[src/rtl/pseq_pkg.sv]
package pseq_pkg;

  localparam int NGRP = 5;
  localparam int EN_W = 22;
  localparam int PG_W = 15;
  localparam int EN_CNT [NGRP] = '{3, 7, 4, 7, 1};
  localparam int PG_CNT [NGRP] = '{3, 4, 4, 3, 1};

  typedef enum logic [2:0] {
    S_IDLE  = 3'd0,
    S_RAMP  = 3'd1,
    S_ON    = 3'd2,
    S_DOWN  = 3'd3,
    S_FAULT = 3'd4
  } seq_state_e;

  // enables of groups 1..lvl, packed from bit 0
  function automatic logic [EN_W-1:0] en_prefix(input logic [2:0] lvl);
    int n;
    logic [EN_W-1:0] m;
    n = 0;
    for (int i = 0; i < NGRP; i++) if (i < int'(lvl)) n += EN_CNT[i];
    for (int b = 0; b < EN_W; b++) m[b] = (b < n);
    return m;
  endfunction

  // power-good bits of groups 1..lvl, packed from bit 0
  function automatic logic [PG_W-1:0] pg_prefix(input logic [2:0] lvl);
    int n;
    logic [PG_W-1:0] m;
    n = 0;
    for (int i = 0; i < NGRP; i++) if (i < int'(lvl)) n += PG_CNT[i];
    for (int b = 0; b < PG_W; b++) m[b] = (b < n);
    return m;
  endfunction

  // power-good bits of group lvl only (lvl >= 1)
  function automatic logic [PG_W-1:0] pg_group(input logic [2:0] lvl);
    return pg_prefix(lvl) & ~pg_prefix(lvl - 3'd1);
  endfunction

endpackage

[src/rtl/pseq_bit_sync.sv]
module pseq_bit_sync (
  input  logic clk_i,
  input  logic rst_ni,
  input  logic d_i,
  output logic q_o
);
  logic meta_q, sync_q;

  always_ff @(posedge clk_i or negedge rst_ni) begin
    if (!rst_ni) begin
      meta_q <= 1'b0;
      sync_q <= 1'b0;
    end else begin
      meta_q <= d_i;
      sync_q <= meta_q;
    end
  end

  assign q_o = sync_q;
endmodule

[src/rtl/pseq_pg_filter.sv]
module pseq_pg_filter #(
  parameter int FILT_CYC = 4
) (
  input  logic clk_i,
  input  logic rst_ni,
  input  logic pg_raw_i,
  output logic good_o
);
  localparam int CW = $clog2(FILT_CYC + 1);

  logic          pg_s;
  logic [CW-1:0] run_q;

  pseq_bit_sync u_sync (
    .clk_i  (clk_i),
    .rst_ni (rst_ni),
    .d_i    (pg_raw_i),
    .q_o    (pg_s)
  );

  // count consecutive synchronized-high cycles, saturate at the window
  always_ff @(posedge clk_i or negedge rst_ni) begin
    if (!rst_ni)                       run_q <= '0;
    else if (!pg_s)                    run_q <= '0;
    else if (run_q != CW'(FILT_CYC))   run_q <= run_q + 1'b1;
  end

  assign good_o = (run_q == CW'(FILT_CYC));

  // a rail can only become good after a synchronized-high cycle
  assert_filter_rise_R5: assert property (@(posedge clk_i) disable iff (!rst_ni)
    $rose(good_o) |-> $past(pg_s));

endmodule

[src/rtl/pseq_ctrl.sv]
module pseq_ctrl
  import pseq_pkg::*;
#(
  parameter int TIMEOUT_CYC = 250000,
  parameter int DOWN_DLY    = 64
) (
  input  logic            clk_i,
  input  logic            rst_ni,
  input  logic            en_s_i,
  input  logic [PG_W-1:0] pg_good_i,
  output logic [EN_W-1:0] rail_en_o,
  output logic            pgood_o,
  output logic            rst_no,
  output logic            fault_o,
  output logic [2:0]      stage_o,
  output logic [PG_W-1:0] snap_o
);
  localparam int TMAX = (TIMEOUT_CYC > DOWN_DLY) ? TIMEOUT_CYC : DOWN_DLY;
  localparam int TW   = $clog2(TMAX + 1);
  localparam logic [2:0] TOP_LVL = 3'(NGRP);

  seq_state_e      state_q, state_d;
  logic [2:0]      lvl_q, lvl_d, lvl_m1;
  logic [TW-1:0]   tmr_q, tmr_d;
  logic            fault_q, fault_d;
  logic [PG_W-1:0] snap_q;
  logic [PG_W-1:0] grp_mask, valid_mask;
  logic            grp_good, loss;

  assign lvl_m1     = (lvl_q == 3'd0) ? 3'd0 : lvl_q - 3'd1;
  assign grp_mask   = pg_group(lvl_q);
  assign grp_good   = &(pg_good_i | ~grp_mask);
  assign valid_mask = (state_q == S_ON)   ? pg_prefix(TOP_LVL) :
                      (state_q == S_RAMP) ? pg_prefix(lvl_m1)  : '0;
  assign loss       = |(valid_mask & ~pg_good_i);

  always_comb begin
    state_d = state_q;
    lvl_d   = lvl_q;
    tmr_d   = tmr_q;
    fault_d = fault_q;
    unique case (state_q)
      S_IDLE: begin
        if (en_s_i) begin
          state_d = S_RAMP;
          lvl_d   = 3'd1;
          tmr_d   = '0;
        end
      end
      S_RAMP: begin
        if (!en_s_i) begin
          state_d = S_DOWN;
          tmr_d   = '0;
        end else if (loss) begin
          state_d = S_DOWN;
          fault_d = 1'b1;
          tmr_d   = '0;
        end else if (grp_good) begin
          tmr_d = '0;
          if (lvl_q == TOP_LVL) state_d = S_ON;
          else                  lvl_d   = lvl_q + 3'd1;
        end else if (tmr_q == TW'(TIMEOUT_CYC - 1)) begin
          state_d = S_DOWN;
          fault_d = 1'b1;
          tmr_d   = '0;
        end else begin
          tmr_d = tmr_q + 1'b1;
        end
      end
      S_ON: begin
        tmr_d = '0;
        if (!en_s_i) begin
          state_d = S_DOWN;
        end else if (loss) begin
          state_d = S_DOWN;
          fault_d = 1'b1;
        end
      end
      S_DOWN: begin
        if (tmr_q == TW'(DOWN_DLY - 1)) begin
          tmr_d = '0;
          lvl_d = lvl_q - 3'd1;
          if (lvl_q <= 3'd1) state_d = fault_q ? S_FAULT : S_IDLE;
        end else begin
          tmr_d = tmr_q + 1'b1;
        end
      end
      S_FAULT: begin
        if (!en_s_i) begin
          state_d = S_IDLE;
          fault_d = 1'b0;
        end
      end
      default: state_d = S_IDLE;
    endcase
  end

  always_ff @(posedge clk_i or negedge rst_ni) begin
    if (!rst_ni) begin
      state_q <= S_IDLE;
      lvl_q   <= '0;
      tmr_q   <= '0;
      fault_q <= 1'b0;
      snap_q  <= '0;
    end else begin
      state_q <= state_d;
      lvl_q   <= lvl_d;
      tmr_q   <= tmr_d;
      fault_q <= fault_d;
      if (!fault_q) snap_q <= pg_good_i;
    end
  end

  assign rail_en_o = en_prefix(lvl_q);
  assign pgood_o   = (state_q == S_ON);
  assign rst_no    = (state_q == S_ON);
  assign fault_o   = fault_q;
  assign snap_o    = snap_q;

  always_comb begin
    unique case (state_q)
      S_IDLE:  stage_o = 3'd0;
      S_RAMP:  stage_o = lvl_q;
      S_ON:    stage_o = 3'd6;
      default: stage_o = 3'd7;
    endcase
  end

  assert_idle_hold_R2: assert property (@(posedge clk_i) disable iff (!rst_ni)
    (state_q == S_IDLE && !en_s_i) |=> (state_q == S_IDLE));

  assert_lvl_step_R3: assert property (@(posedge clk_i) disable iff (!rst_ni)
    (lvl_q > $past(lvl_q)) |-> (lvl_q == $past(lvl_q) + 3'd1));

  assert_pgood_rails_R6: assert property (@(posedge clk_i) disable iff (!rst_ni)
    $rose(pgood_o) |-> $past(&pg_good_i));

  assert_fault_source_R7: assert property (@(posedge clk_i) disable iff (!rst_ni)
    $rose(fault_q) |-> ($past(state_q) == S_RAMP || $past(state_q) == S_ON));

  assert_drop_in_teardown_R10: assert property (@(posedge clk_i) disable iff (!rst_ni)
    (lvl_q < $past(lvl_q)) |-> ($past(state_q) == S_DOWN && !pgood_o));

  assert_fault_hold_R11: assert property (@(posedge clk_i) disable iff (!rst_ni)
    (state_q == S_FAULT && en_s_i) |=> (state_q == S_FAULT && fault_q));

  assert_snap_frozen_R12: assert property (@(posedge clk_i) disable iff (!rst_ni)
    (fault_q && $past(fault_q)) |-> $stable(snap_q));

endmodule

[src/rtl/pwr_group_seq.sv]
module pwr_group_seq
  import pseq_pkg::*;
#(
  parameter int FILT_CYC    = 16,
  parameter int TIMEOUT_CYC = 250000,
  parameter int DOWN_DLY    = 64
) (
  input  logic            clk_i,
  input  logic            rst_ni,
  input  logic            mod_en_i,
  input  logic [PG_W-1:0] pg_i,
  output logic [EN_W-1:0] rail_en_o,
  output logic            mod_pgood_o,
  output logic            sys_rst_no,
  output logic            fault_o,
  output logic [2:0]      stat_stage_o,
  output logic [PG_W-1:0] stat_pg_o
);
  logic            en_s;
  logic [PG_W-1:0] pg_good;

  pseq_bit_sync u_en_sync (
    .clk_i  (clk_i),
    .rst_ni (rst_ni),
    .d_i    (mod_en_i),
    .q_o    (en_s)
  );

  for (genvar g = 0; g < PG_W; g++) begin : g_pg
    pseq_pg_filter #(.FILT_CYC(FILT_CYC)) u_filt (
      .clk_i    (clk_i),
      .rst_ni   (rst_ni),
      .pg_raw_i (pg_i[g]),
      .good_o   (pg_good[g])
    );
  end

  pseq_ctrl #(
    .TIMEOUT_CYC (TIMEOUT_CYC),
    .DOWN_DLY    (DOWN_DLY)
  ) u_ctrl (
    .clk_i     (clk_i),
    .rst_ni    (rst_ni),
    .en_s_i    (en_s),
    .pg_good_i (pg_good),
    .rail_en_o (rail_en_o),
    .pgood_o   (mod_pgood_o),
    .rst_no    (sys_rst_no),
    .fault_o   (fault_o),
    .stage_o   (stat_stage_o),
    .snap_o    (stat_pg_o)
  );

  // enables always form a run of ones from bit 0
  assert_prefix_R3: assert property (@(posedge clk_i) disable iff (!rst_ni)
    (((rail_en_o + EN_W'(1)) & rail_en_o) == '0));

  assert_pgood_all_on_R6: assert property (@(posedge clk_i) disable iff (!rst_ni)
    mod_pgood_o |-> (&rail_en_o && sys_rst_no));

  assert_reset_out_R1: assert property (@(posedge clk_i) disable iff (!rst_ni)
    !sys_rst_no |-> !mod_pgood_o);

endmodule

[config.mk]
export PLATFORM = sky130hd
export DESIGN_NAME = pwr_group_seq
export DESIGN_NICKNAME = d
export VERILOG_FILES = /design/src/rtl/pseq_pkg.sv /design/src/rtl/pseq_bit_sync.sv /design/src/rtl/pseq_pg_filter.sv /design/src/rtl/pseq_ctrl.sv /design/src/rtl/pwr_group_seq.sv
export SDC_FILE = /design/constraint.sdc
export NUM_CORES = 1
export LEC_CHECK = 0
export BUFFER_PORTS_ARGS = -buffer_cell sky130_fd_sc_hd__buf_2
export CORE_MARGIN = 5
export CORE_UTILIZATION = 60
export DETAILED_ROUTE_END_ITERATION = 10
export PLACE_DENSITY = 0.79
export SETUP_SLACK_MARGIN = 0.15
export SLEW_MARGIN = 20
export SYNTH_ARGS = -nofsm -noshare
export SYNTH_HDL_FRONTEND = slang
export SYNTH_SLANG_ARGS = --single-unit
[constraint.sdc]
create_clock -name clk_i -period 9.5 [get_ports clk_i]
set_clock_uncertainty 0.2 [all_clocks]
set_input_delay 1.9 -clock clk_i [delete_from_list [all_inputs] [get_ports clk_i]]
set_output_delay 1.9 -clock clk_i [all_outputs]
set_load 0.005 [all_outputs]
# Word level (Yosys, flattened, before mapping)
# Index checks and enable logic that the tools add are counted.
# word_totals
inputBits	18
word_cells	340
reg_bits	147
out_inout_bits	43
# classes
bitwise_logic	6
reduce_logical	11
n_addsub	34
eq_ne	67
magnitude_cmp	83
muxes	87
# op_table
op	n
$lt 5x32->1 const A	29
$lt 4x32->1 const A	16
$mux 32	16
$lt 3x32->1 const A	8
$add 32x4->32 const B	6
$lt 6x32->1 const A	6
$mux 5	30
$add 32x2->32 const B	4
$lt 1x32->1 const A	4
$lt 2x32->1 const A	4
$mux 18	6
$add 32x3->32 const B	3
$ne 5x5->1 const B	16
$add 5x1->5 const B	15
$eq 5x5->1 const B	15
$pmux 18 s4	1
$mux 3	18
$not 15->15	3
$ne 2x1->1 const B	20
$and 15x15->15	2
$mux 15	2
$reduce_and 7->1	3
$add 18x1->18 const B	1
$eq 18x18->1 const B	1
27 further kinds	59

# Longest topological paths before layout
# Gate-level depths: netlist (run 1).
# depth
word_depth	21
mapped_depth	20
mapped_depth_nobuf	17

# Modules after synthesis
# Synthesis (run 1) repeated with hierarchy kept, for this count alone.
# hier_totals
cells_unflattened	823
hier_area_um2	8235.4
# modules_own_cells
module	area_each_um2	cells_each	seq_area_each_um2	n_inst
pseq_pg_filter	279.0	27	125.1	15
pseq_ctrl	3249.4	386	1001.0	1
pseq_bit_sync	50.0	2	50.0	16

# Worst setup path before layout (run 1)
# Ideal clock, no wire load.
# synth_path
kind	reg-to-output
start	reg u_ctrl.lvl_q[1]
end	out rail_en_o[0]
t_required_ns	7.400
arrival_ns	3.226
path_slack_ns	4.174
path_buffers	1
stages_incl_launch_ff	14
path_cell_list	dfrtp_1 > buf_2 > inv_1 > ha_1 > o21ai_0 > ha_1 > xnor2_1 > ha_1 > nor3_1 > nand3_1 > xor2_1 > and3_1 > and2_1 > nand2_1
# synth_via
elab_chain_cells	11
elab_cells_between_ends	15
classes_between	4 x add/sub; 6 x order compare; 5 x mux
# synth_rtl
item	line_no	text
start: declaration	pseq_ctrl.sv:23	logic [2:0] lvl_q, lvl_d, lvl_m1;
start signal: assignment	pseq_ctrl.sv:107	lvl_q <= lvl_d;
$lt 1x3->1	pseq_pkg.sv:22	for (int i = 0; i < NGRP; i++) if (i < int'(lvl)) n += EN_CNT[i];
$mux 2	pseq_pkg.sv:22	
$add 32x4->32	pseq_pkg.sv:22	
$mux 32	pseq_pkg.sv:22	
$add 32x4->32	pseq_pkg.sv:22	
$mux 32	pseq_pkg.sv:22	
$add 32x4->32	pseq_pkg.sv:22	
$mux 32	pseq_pkg.sv:22	
$add 32x2->32	pseq_pkg.sv:22	
$mux 32 *	pseq_pkg.sv:22	
$lt 1x32->1 *	pseq_pkg.sv:23	for (int b = 0; b < EN_W; b++) m[b] = (b < n);
end: declaration	pwr_group_seq.sv:12	output logic [EN_W-1:0] rail_en_o,
# Every way passes the cells marked *; elsewhere a longest branch is shown, timed or not.

# Worst setup path after layout (run 1)
# layout_path
start	reg u_ctrl.lvl_q[0]
end	out rail_en_o[1]
# layout_via
elab_chain_cells	11
elab_cells_between_ends	15
classes_between	4 x add/sub; 6 x order compare; 5 x mux
# layout_rtl
item	line_no
$lt 1x3->1	pseq_pkg.sv:22
$mux 2	pseq_pkg.sv:22
$add 32x4->32	pseq_pkg.sv:22
$mux 32	pseq_pkg.sv:22
$add 32x4->32	pseq_pkg.sv:22
$mux 32	pseq_pkg.sv:22
$add 32x4->32	pseq_pkg.sv:22
$mux 32	pseq_pkg.sv:22
$add 32x2->32	pseq_pkg.sv:22
$mux 32 *	pseq_pkg.sv:22
$lt 2x32->1 *	pseq_pkg.sv:23
# Marked as above.

==> results.json, run 1 <==
{
  "first_pass_iters": 5,
  "critPathArrivalTime_ns": 4.51,
  "area.growth.synth_to_final_pct": 11.5,
  "antenna_found_initial": 0,
  "cts_tree": "yes",
  "syn_avg_cell_area_sq_um": 9.40,
  "power_mw": 2.45,
  "clkLatencyLatePin_ns": 0.42,
  "fp.coreArea_sq_um": 13800,
  "timing.hold.ws_ns": 0.145,
  "die_h_um": 128,
  "slowest_delay_ns": 0.80,
  "fin_setup_tns_ns": 0,
  "ys_seq_elements": 147,
  "r2r-start": "u_ctrl.lvl_q[0]$_DFFE_PN0P_",
  "n_antenna_cell": 0,
  "finalHoldViolCount": 0,
  "hold_buffers": 0,
  "reg2reg_depth": 17,
  "path_class": "reg -> out",
  "postCtsSetupRepairBufs": 0,
  "drive_gt1_share_pct": 12.4,
  "cts_made_buffers": 17,
  "synth_edf_count": 0,
  "grt-ovfl-total": 0,
  "final_cell_mix": "dfrtp_1 (147), nand2_1 (105), buf_2 (59)",
  "outcome": "finished, final reports clean",
  "clkSinkCount": 147,
  "fin_area_sq_um": 9310,
  "port_buffers": 60,
  "ys_seq_area_share_pct": 44.1,
  "grt_max_degree": 88,
  "ff2ff_setup_slack_ns": 4.16,
  "netlist_instances": 888,
  "dieArea_sq_um": 16400,
  "slew_viol_final": 0,
  "worst_path_max_delay_cell": "dfrtp_1",
  "htree_levels": 4,
  "critPathMaxFanout": 24,
  "vias": 6355,
  "p_leak_nw": 4.31,
  "path_clk_slew_ns": 0.06,
  "place.gp.congestion": 0.910,
  "drtAntennaViolNets": 0,
  "endpoint_kind": "output pin",
  "synth_cell_types": 74,
  "synth.net_count": 954,
  "async_flop_share_pct": 100,
  "fmax_mhz": 151,
  "worstReg2RegEnd": "u_ctrl.tmr_q[6]$_DFFE_PN0P_",
  "cp_data_required_time_ns": 7.40,
  "rsz0062_at_grt": "false",
  "finalWirelength_um": 16500,
  "start_util_pct": 60.6,
  "setup_viol": 0,
  "drt_iter0_drc": 563,
  "n_fill_cell": 1129,
  "yosys_warnings": 0,
  "min_period_ns": 6.61,
  "max_cap_viol_count": 0,
  "period_share_pct": 69.6,
  "worstMarginPinSlew_ns": 0.957,
  "layout.cells.most_common": "dfrtp_1",
  "fp-row-count": 43,
  "ios": 61,
  "via_per_inst": 5.61,
  "cp-endpoint": "rail_en_o[1]",
  "cts_repair_resize_count": 0,
  "crit_chain": "nor2_1 > o21ai_0 > ha_1 > xnor2_1 > ha_1 > nor3_1 > nand3_1 > xor2_1 > and3_1 > and2_1 > nand2_1 > buf_2",
  "grt_pass1_vias": 6048,
  "drc": 0,
  "startpoint_type": "flip-flop",
  "min-delay-path-class": "reg -> reg",
  "track_usage_pct": 21.2,
  "synth_area_sq_um": 8350,
  "placed_area_sq_um": 8750,
  "die_x_um": 128,
  "grt_pass1_wl_um": 28500,
  "relSlewSlack_pct": 36.1,
  "cp-startpoint": "u_ctrl.lvl_q[0]$_DFFE_PN0P_",
  "root_buffer": "clkbuf_16",
  "wl_per_cell_um": 14.5,
  "path_common_cell": "ha_1",
  "ys.flop_type": "dfrtp_1",
  "nets": 1006,
  "hpwlAfterDp_um": 11500,
  "ir_worst_vdd_mv": 0.201,
  "p_per_area_nw_per_um2": 263,
  "cts_max_path_buffers": 2
}
[cells in the mapped netlist, drive strengths merged (4+ instances only)]
| library cell | n | share of area [%] |
|---|---|---|
| nor4bb | 7 | 0.84 |
| nand2b | 11 | 0.82 |
| clkbuf | 21 | 0.94 |
| nand3 | 56 | 3.4 |
| buf | 12 | 1.0 |
| a31oi | 17 | 1.3 |
| nor2 | 37 | 1.7 |
| mux2i | 10 | 1.2 |
| nand2 | 105 | 4.7 |
| nor2b | 16 | 1.2 |
| and2 | 52 | 3.9 |
| nor3b | 5 | 0.45 |
| nand3b | 7 | 0.63 |
| a21o | 4 | 0.36 |
| xnor2 | 39 | 4.1 |
| and3 | 26 | 1.9 |
| inv | 57 | 2.6 |
| xor2 | 13 | 1.5 |
| a21oi | 47 | 2.8 |
| nand4bb | 8 | 1.1 |
| o21a | 4 | 0.36 |
| or2 | 11 | 0.82 |
| ha | 47 | 7.0 |
| nor3 | 11 | 0.66 |
| o22ai | 6 | 0.45 |
| a211oi | 4 | 0.36 |
| a22o | 4 | 0.42 |
| a21boi | 13 | 1.2 |
| o21ai | 42 | 2.5 |
| o311ai | 4 | 0.42 |
| dfrtp | 147 | 44 |
[metal layers]
metal / GRT usage [%] / wire (um) / up-vias
met1: 29.2 / 7590 / 3040
met2: 34.2 / 7960 / 120
met4: 5.93 / 164 / 0
met3: 4.58 / 757 / 16
li1: - / - / 3179
met5: 0 / 0 / -
[area by class of cell]
| cell class | instances | area, sq um | share of cell area (%) |
|---|---|---|---|
| Multi-Input combinational cell | 651 | 4290 | 46.1 |
| Sequential cell | 147 | 3680 | 39.5 |
| Clock buffer | 18 | 429 | 4.61 |
| Timing Repair Buffer | 66 | 355 | 3.82 |
| Tap cell | 180 | 225 | 2.42 |
| Inverter | 57 | 214 | 2.30 |
| Clock inverter | 14 | 115 | 1.24 |
[registers in the layout, summed over array words and instances, names as in the netlist]
signal,count
g_pg.u_filt.run_q,75
g_pg.u_filt.u_sync.meta_q,15
g_pg.u_filt.u_sync.q_o,15
u_ctrl.fault_o,1
u_ctrl.lvl_q,3
u_ctrl.snap_o,15
u_ctrl.state_q,3
u_ctrl.tmr_q,18
u_en_sync.meta_q,1
u_en_sync.q_o,1
[cell families (layout without fill, tap and decap cells)]
group,count (synthesis),count (layout),share of synthesized area [%]
xor gates and xnor gates,52,52,5.54
adders and majority gates,48,48,7.28
DFF,147,147,44.1
AOI/OAI and AO/OA,173,173,13.4
and+or+nand+nor,366,366,23.7
muxes,12,12,1.47
buffers and inverters,90,155,4.53
[report_power, final]
group | total, mW | switching [mW] | internal (mW)
combinational | 1.11 | 0.659 | 0.452
clock | 0.613 | 0.256 | 0.357
sequential | 0.724 | 0.0605 | 0.664
[how the worst min path moves through the flow]
stage                                                 start                                    to  cells past startpoint
detailed placement  g_pg[11].u_filt.u_sync.meta_q$_DFF_PN0_  g_pg[11].u_filt.u_sync.q_o$_DFF_PN0_                      0
floorplan            g_pg[0].u_filt.u_sync.meta_q$_DFF_PN0_   g_pg[0].u_filt.u_sync.q_o$_DFF_PN0_                      0
global placement     g_pg[0].u_filt.u_sync.meta_q$_DFF_PN0_   g_pg[0].u_filt.u_sync.q_o$_DFF_PN0_                      0
finish               g_pg[1].u_filt.u_sync.meta_q$_DFF_PN0_   g_pg[1].u_filt.u_sync.q_o$_DFF_PN0_                      0
global route         g_pg[1].u_filt.u_sync.meta_q$_DFF_PN0_   g_pg[1].u_filt.u_sync.q_o$_DFF_PN0_                      0
CTS                 g_pg[11].u_filt.u_sync.meta_q$_DFF_PN0_  g_pg[11].u_filt.u_sync.q_o$_DFF_PN0_                      0
[critical path, delay by kind of cell (launching register included)]
| kind | cells | cell delay, ns |
|---|---|---|
| adder cells (fa/ha/maj) | 2 | 0.71 |
| flip-flops | 1 | 0.80 |
| AND/OR/NAND/NOR | 6 | 1.17 |
| AO/OA/AOI/OAI | 1 | 0.70 |
| XOR/XNOR | 2 | 0.55 |
| buffers and inverters | 1 | 0.14 |
[per-stage QoR]
stage | utilization [%] | setup WS (ns) | std cells
finish | 67.6 | 2.89 | 1133
detailed placement | 63.6 | 3.35 | 1100
global placement | 63.6 | 3.56 | 1100
CTS | 67.5 | 2.87 | 1132
floorplan | - | 4.17 | 888
global route | 67.6 | 2.44 | 1133
(Power assumes the default switching activity.)
==> run 2: changes to the inputs <==
Settings changed: CORE_UTILIZATION 60 to 55, PLACE_DENSITY 0.79 to 0.77.
Clock period 9.5 ns to 5.3 ns, I/O delays scaled along.
==> run 2 against run 1 <==
Core utilization shrank 4.7 points. Global-route usage shrank 1.9 points. Sequential share of layout area shrank 0.58 points. Sequential power grew 78%. Sequential cell count is the same. Critical path type unchanged. Critical endpoint is now rail_en_o[0].
==> results.json, run 2 (synthesis results as in run 1) <==
{
  "fp.coreArea_sq_um": 15000,
  "vias": 6486,
  "clkLatencyLatePin_ns": 0.43,
  "cts_tree": "yes",
  "track_usage_pct": 19.3,
  "p_switching_mw": 1.77,
  "p_leak_nw": 4.37,
  "cts_made_buffers": 17,
  "layout_setup_ws_ns": 0.406,
  "final_cell_mix": "dfrtp_1 (147), nand2_1 (105), buf_2 (59)",
  "p_int_mw": 2.77,
  "power.share.combinational_pct": 45.5,
  "fp-row-count": 45,
  "cp_data_required_time_ns": 4.04,
  "ios": 61,
  "path_clk_slew_ns": 0.06,
  "drt_iter0_drc": 426,
  "ir_worst_vdd_mv": 0.331,
  "max_cap_viol_count": 0,
  "use_met3_pct": 4.80,
  "largest_reg_flops": 75,
  "finalHoldViolCount": 0,
  "hold_buffers": 0,
  "startpoint_type": "flip-flop",
  "layout.cells.most_common": "dfrtp_1",
  "drive_gt1_share_pct": 13.5,
  "min_period_ns": 4.89,
  "port_buffers": 60,
  "path_class": "reg -> out",
  "reg2reg_depth": 18,
  "n_antenna_cell": 0,
  "grt-ovfl-total": 0,
  "min-delay-path-class": "reg -> reg",
  "slew_viol_final": 0,
  "hpwlAfterDp_um": 11700,
  "nets": 1011,
  "drc": 0,
  "relSlewSlack_pct": 40.6,
  "grt_use_met1_pct": 25.8,
  "cts_max_path_buffers": 2,
  "p_per_area_nw_per_um2": 480,
  "grt_pass1_wl_um": 28400,
  "drtAntennaViolNets": 0,
  "finalWirelength_um": 16600,
  "sequentialPowerShare_pct": 28.4,
  "clkSinkCount": 147,
  "htree_levels": 4,
  "antenna_found_initial": 0,
  "critPathArrivalTime_ns": 3.63,
  "critPathMaxFanout": 9,
  "grt_pass1_vias": 6106,
  "timing.hold.ws_ns": 0.147,
  "fin_setup_tns_ns": 0,
  "dp_slack_ns": 0.563,
  "outcome": "finished, final reports clean",
  "root_buffer": "clkbuf_16",
  "start_util_pct": 55.5,
  "power_mw": 4.54,
  "first_pass_iters": 5,
  "area.growth.synth_to_final_pct": 13.2,
  "postCtsSetupRepairBufs": 0,
  "die_x_um": 133,
  "p_sw_share_pct": 38.9,
  "clkPwrFrac_pct": 26.2,
  "largest_register": "g_pg.u_filt.run_q",
  "wl_per_cell_um": 14.5,
  "fmax_mhz": 204,
  "setup_viol": 0,
  "endpoint_kind": "output pin",
  "place.gp.congestion": 0.938,
  "grt_max_degree": 81,
  "reg_top3": "g_pg.u_filt.run_q x75, u_ctrl.tmr_q x18",
  "die_h_um": 133,
  "whs_path_depth": 0,
  "grt.busiest_layer": "met2",
  "period_share_pct": 92.3,
  "instances_no_fill": 1146,
  "worstMarginPinSlew_ns": 0.889,
  "place_inst": 1114,
  "rsz0062_at_grt": "false",
  "dieArea_sq_um": 17700,
  "met2_usage_pct": 31.2,
  "via_per_inst": 5.66
}
==> run 2: worst paths after layout <==
kind | startpoint | to | slack, ns
max reg2reg | u_ctrl.lvl_q[0]$_DFFE_PN0P_ | u_ctrl.tmr_q[5]$_DFFE_PN0P_ | 0.74
max in group asynchronous | rst_ni | g_pg[2].u_filt.run_q[1]$_DFFE_PN0P_ | 3.48
min reg2reg | g_pg[10].u_filt.u_sync.meta_q$_DFF_PN0_ | g_pg[10].u_filt.u_sync.q_o$_DFF_PN0_ | 0.15
max | u_ctrl.lvl_q[0]$_DFFE_PN0P_ | rail_en_o[0] | 0.41
min | g_pg[10].u_filt.u_sync.meta_q$_DFF_PN0_ | g_pg[10].u_filt.u_sync.q_o$_DFF_PN0_ | 0.15
min in group asynchronous | rst_ni | g_pg[10].u_filt.u_sync.meta_q$_DFF_PN0_ | 0.46
==> run 2: timing repair <==
action	in CTS	in global routing
pin swaps	0	1
setup endpoints to repair	4	19
gates resized for setup	2	10
==> run 2: power groups by stage <==
stage | clock network [mW] | logic (mW) | registers, mW
floorplan | 0 | 1.54 | 1.26
global placement | 0 | 1.98 | 1.30
detailed placement | 0 | 1.99 | 1.30
CTS | 1.21 | 2.01 | 1.29
global route | 1.26 | 2.28 | 1.30
finish | 1.19 | 2.06 | 1.29
==> run 2: cell type report <==
class                      count  area (sq um)
tap                          188           235
clock inverter                 8           100
inverter                      57           214
fill                        1234          5580
multi-input combinational    651          4340
sequential                   147          3680
clock buffer                  24           492
timing repair buffer          71           389
==> run 2: worst max-delay path: stages, from the launching register on <==
cell	delay (ns)
dfrtp_1	0.43
ha_1	0.27
o21ai_1	0.37
buf_4	0.20
inv_1	0.04
ha_1	0.22
ha_1	0.32
nor3_2	0.24
nand3_2	0.17
xor2_4	0.27
and3_1	0.27
and2_1	0.21
nand2_1	0.07
buf_2	0.13
==> run 2: per-stage QoR <==
stage | utilization (%) | area (sq um)
finish | 62.9 | 9450
floorplan | - | 8350
detailed placement | 58.6 | 8810
global route | 62.9 | 9450
global placement | 58.6 | 8810
CTS | 62.6 | 9410
==> run 2: routing by layer <==
layer | part of all wire (%) | up-vias
met5 | 0 | -
met4 | 1.3 | 0
met3 | 4.5 | 22
met2 | 48 | 133
met1 | 47 | 3147
li1 | - | 3184
==> run 3: changes to the inputs <==
Settings changed: RECOVER_POWER set to 100.
==> run 3 against run 2 <==
The flow now finishes with violations (max-capacitance violations, max-slew violations). Clock-buffer cell count stayed put. First-iteration DRC count rose by 5.4%. Global-route usage unchanged. Critical path type unchanged. Sequential power about the same. Final area fell by 0.77%. Hold slack about the same. Clock power is essentially flat. Sequential cell count did not move.
==> results.json, run 3 (synthesis results as in run 1) <==
{
  "outcome": "finished with violations",
  "violations": "max-capacitance violations, max-slew violations",
  "critPathMaxFanout": 9,
  "power_mw": 4.46,
  "largest_register": "g_pg.u_filt.run_q",
  "setup_viol": 0,
  "hold_buffers": 0,
  "r2r-start": "u_ctrl.lvl_q[0]$_DFFE_PN0P_",
  "htree_levels": 4,
  "clkSinkCount": 147,
  "reg2reg_depth": 17,
  "min_period_ns": 4.93,
  "path_common_cell": "ha_1",
  "timing.hold.ws_ns": 0.147,
  "fp.coreArea_sq_um": 15000,
  "place_inst": 1114,
  "hold_end": "g_pg[10].u_filt.u_sync.q_o$_DFF_PN0_",
  "p_leak_nw": 4.25,
  "instances_no_fill": 1146,
  "worstHoldStart": "g_pg[10].u_filt.u_sync.meta_q$_DFF_PN0_",
  "place.gp.congestion": 0.938,
  "fin_area_sq_um": 9380,
  "vias": 6485,
  "finalWirelength_um": 16600,
  "finalHoldViolCount": 0,
  "endpoint_kind": "output pin",
  "rsz0062_at_grt": "false",
  "drc": 0,
  "cts_max_path_buffers": 2,
  "whs_path_depth": 0,
  "slowest_delay_ns": 0.43,
  "root_buffer": "clkbuf_16",
  "drtAntennaViolNets": 0,
  "grt-ovfl-total": 0,
  "worstMarginPinSlew_ns": 3.37,
  "n_fill_cell": 1256,
  "die_h_um": 133,
  "clkLatencyLatePin_ns": 0.43,
  "p_per_area_nw_per_um2": 475,
  "wl_per_cell_um": 14.5,
  "n_antenna_cell": 0,
  "hpwlAfterDp_um": 11700,
  "critical-path-top-delay-family": "simple AND/OR/NAND/NOR gates",
  "nets": 1011,
  "max_cap_viol_count": 1,
  "slew_viol_final": 81,
  "drive_gt1_share_pct": 10.5,
  "ir_worst_vdd_mv": 0.332,
  "area.growth.synth_to_final_pct": 12.3,
  "cts_made_buffers": 17,
  "die_x_um": 133,
  "layout_setup_ws_ns": 0.373,
  "largest_reg_flops": 75,
  "first_pass_iters": 5,
  "min-delay-path-class": "reg -> reg",
  "worstReg2RegEnd": "u_ctrl.tmr_q[17]$_DFFE_PN0P_",
  "drt_iter0_drc": 449,
  "fp-row-count": 45,
  "via_per_inst": 5.66,
  "reg_top3": "g_pg.u_filt.run_q x75, u_ctrl.tmr_q x18",
  "crit_chain": "ha_1 > o21ai_1 > buf_4 > inv_1 > ha_1 > ha_1 > nor3_2 > nand3_1 > xor2_4 > and3_1 > and2_1 > nand2_1 > buf_2",
  "fmax_mhz": 203,
  "relSlewSlack_pct": -124,
  "antenna_found_initial": 0,
  "grt_pass1_vias": 6106,
  "ios": 61,
  "ff2ff_setup_slack_ns": 0.51,
  "worst_path_max_delay_cell": "dfrtp_1",
  "grt_max_degree": 81,
  "cp_data_required_time_ns": 4.04,
  "port_buffers": 60,
  "placed_area_sq_um": 8810,
  "grt_pass1_wl_um": 28400,
  "fin_setup_tns_ns": 0,
  "path_clk_slew_ns": 0.06,
  "period_share_pct": 93.0,
  "final_cell_mix": "dfrtp_1 (147), nand2_1 (105), inv_1 (55), nand3_1 (55), a21oi_1 (47)",
  "startpoint_type": "flip-flop",
  "path_class": "reg -> out",
  "layout.cells.most_common": "dfrtp_1",
  "dieArea_sq_um": 17700,
  "track_usage_pct": 19.3,
  "start_util_pct": 55.5,
  "post-route-util_pct": 62.4,
  "cts_tree": "yes",
  "dp_slack_ns": 0.563,
  "crit_buf_inv": 3,
  "critPathArrivalTime_ns": 3.67
}
run 3: report_power, final:
group	switching [mW]	total, mW	internal, mW
clock	0.443	1.18	0.741
sequential	0.0950	1.29	1.19
combinational	1.19	1.99	0.794
run 3: worst max-delay path by stage:
stage / from / depth (start not counted) / to
global route: u_ctrl.lvl_q[0]$_DFFE_PN0P_ / 14 / rail_en_o[1]
finish: u_ctrl.lvl_q[0]$_DFFE_PN0P_ / 13 / rail_en_o[0]
floorplan: u_ctrl.lvl_q[1]$_DFFE_PN0P_ / 13 / rail_en_o[0]
global placement: u_ctrl.lvl_q[0]$_DFFE_PN0P_ / 13 / rail_en_o[1]
CTS: u_ctrl.lvl_q[0]$_DFFE_PN0P_ / 16 / rail_en_o[8]
detailed placement: u_ctrl.lvl_q[0]$_DFFE_PN0P_ / 12 / rail_en_o[0]
run 3: metal layers:
layer  part of all wire [%]  track usage (%)
met5                      0                0
met4                    1.4             6.06
met3                    5.2             4.80
met2                     48             31.2
met1                     46             25.8
run 3: cell type report:
type	instances	area, sq um	area share [%]
multi-input combinational	651	4300	45.8
sequential	147	3680	39.2
clock buffer	24	492	5.24
timing repair buffer	71	358	3.82
tap	188	235	2.51
inverter	57	214	2.28
clock inverter	8	100	1.07
run 3: timing repair:
item                       CTS  global route
gates resized for setup      2            10
setup endpoints to repair    4            19
pin swaps                    0             1
setup buffers                0             0
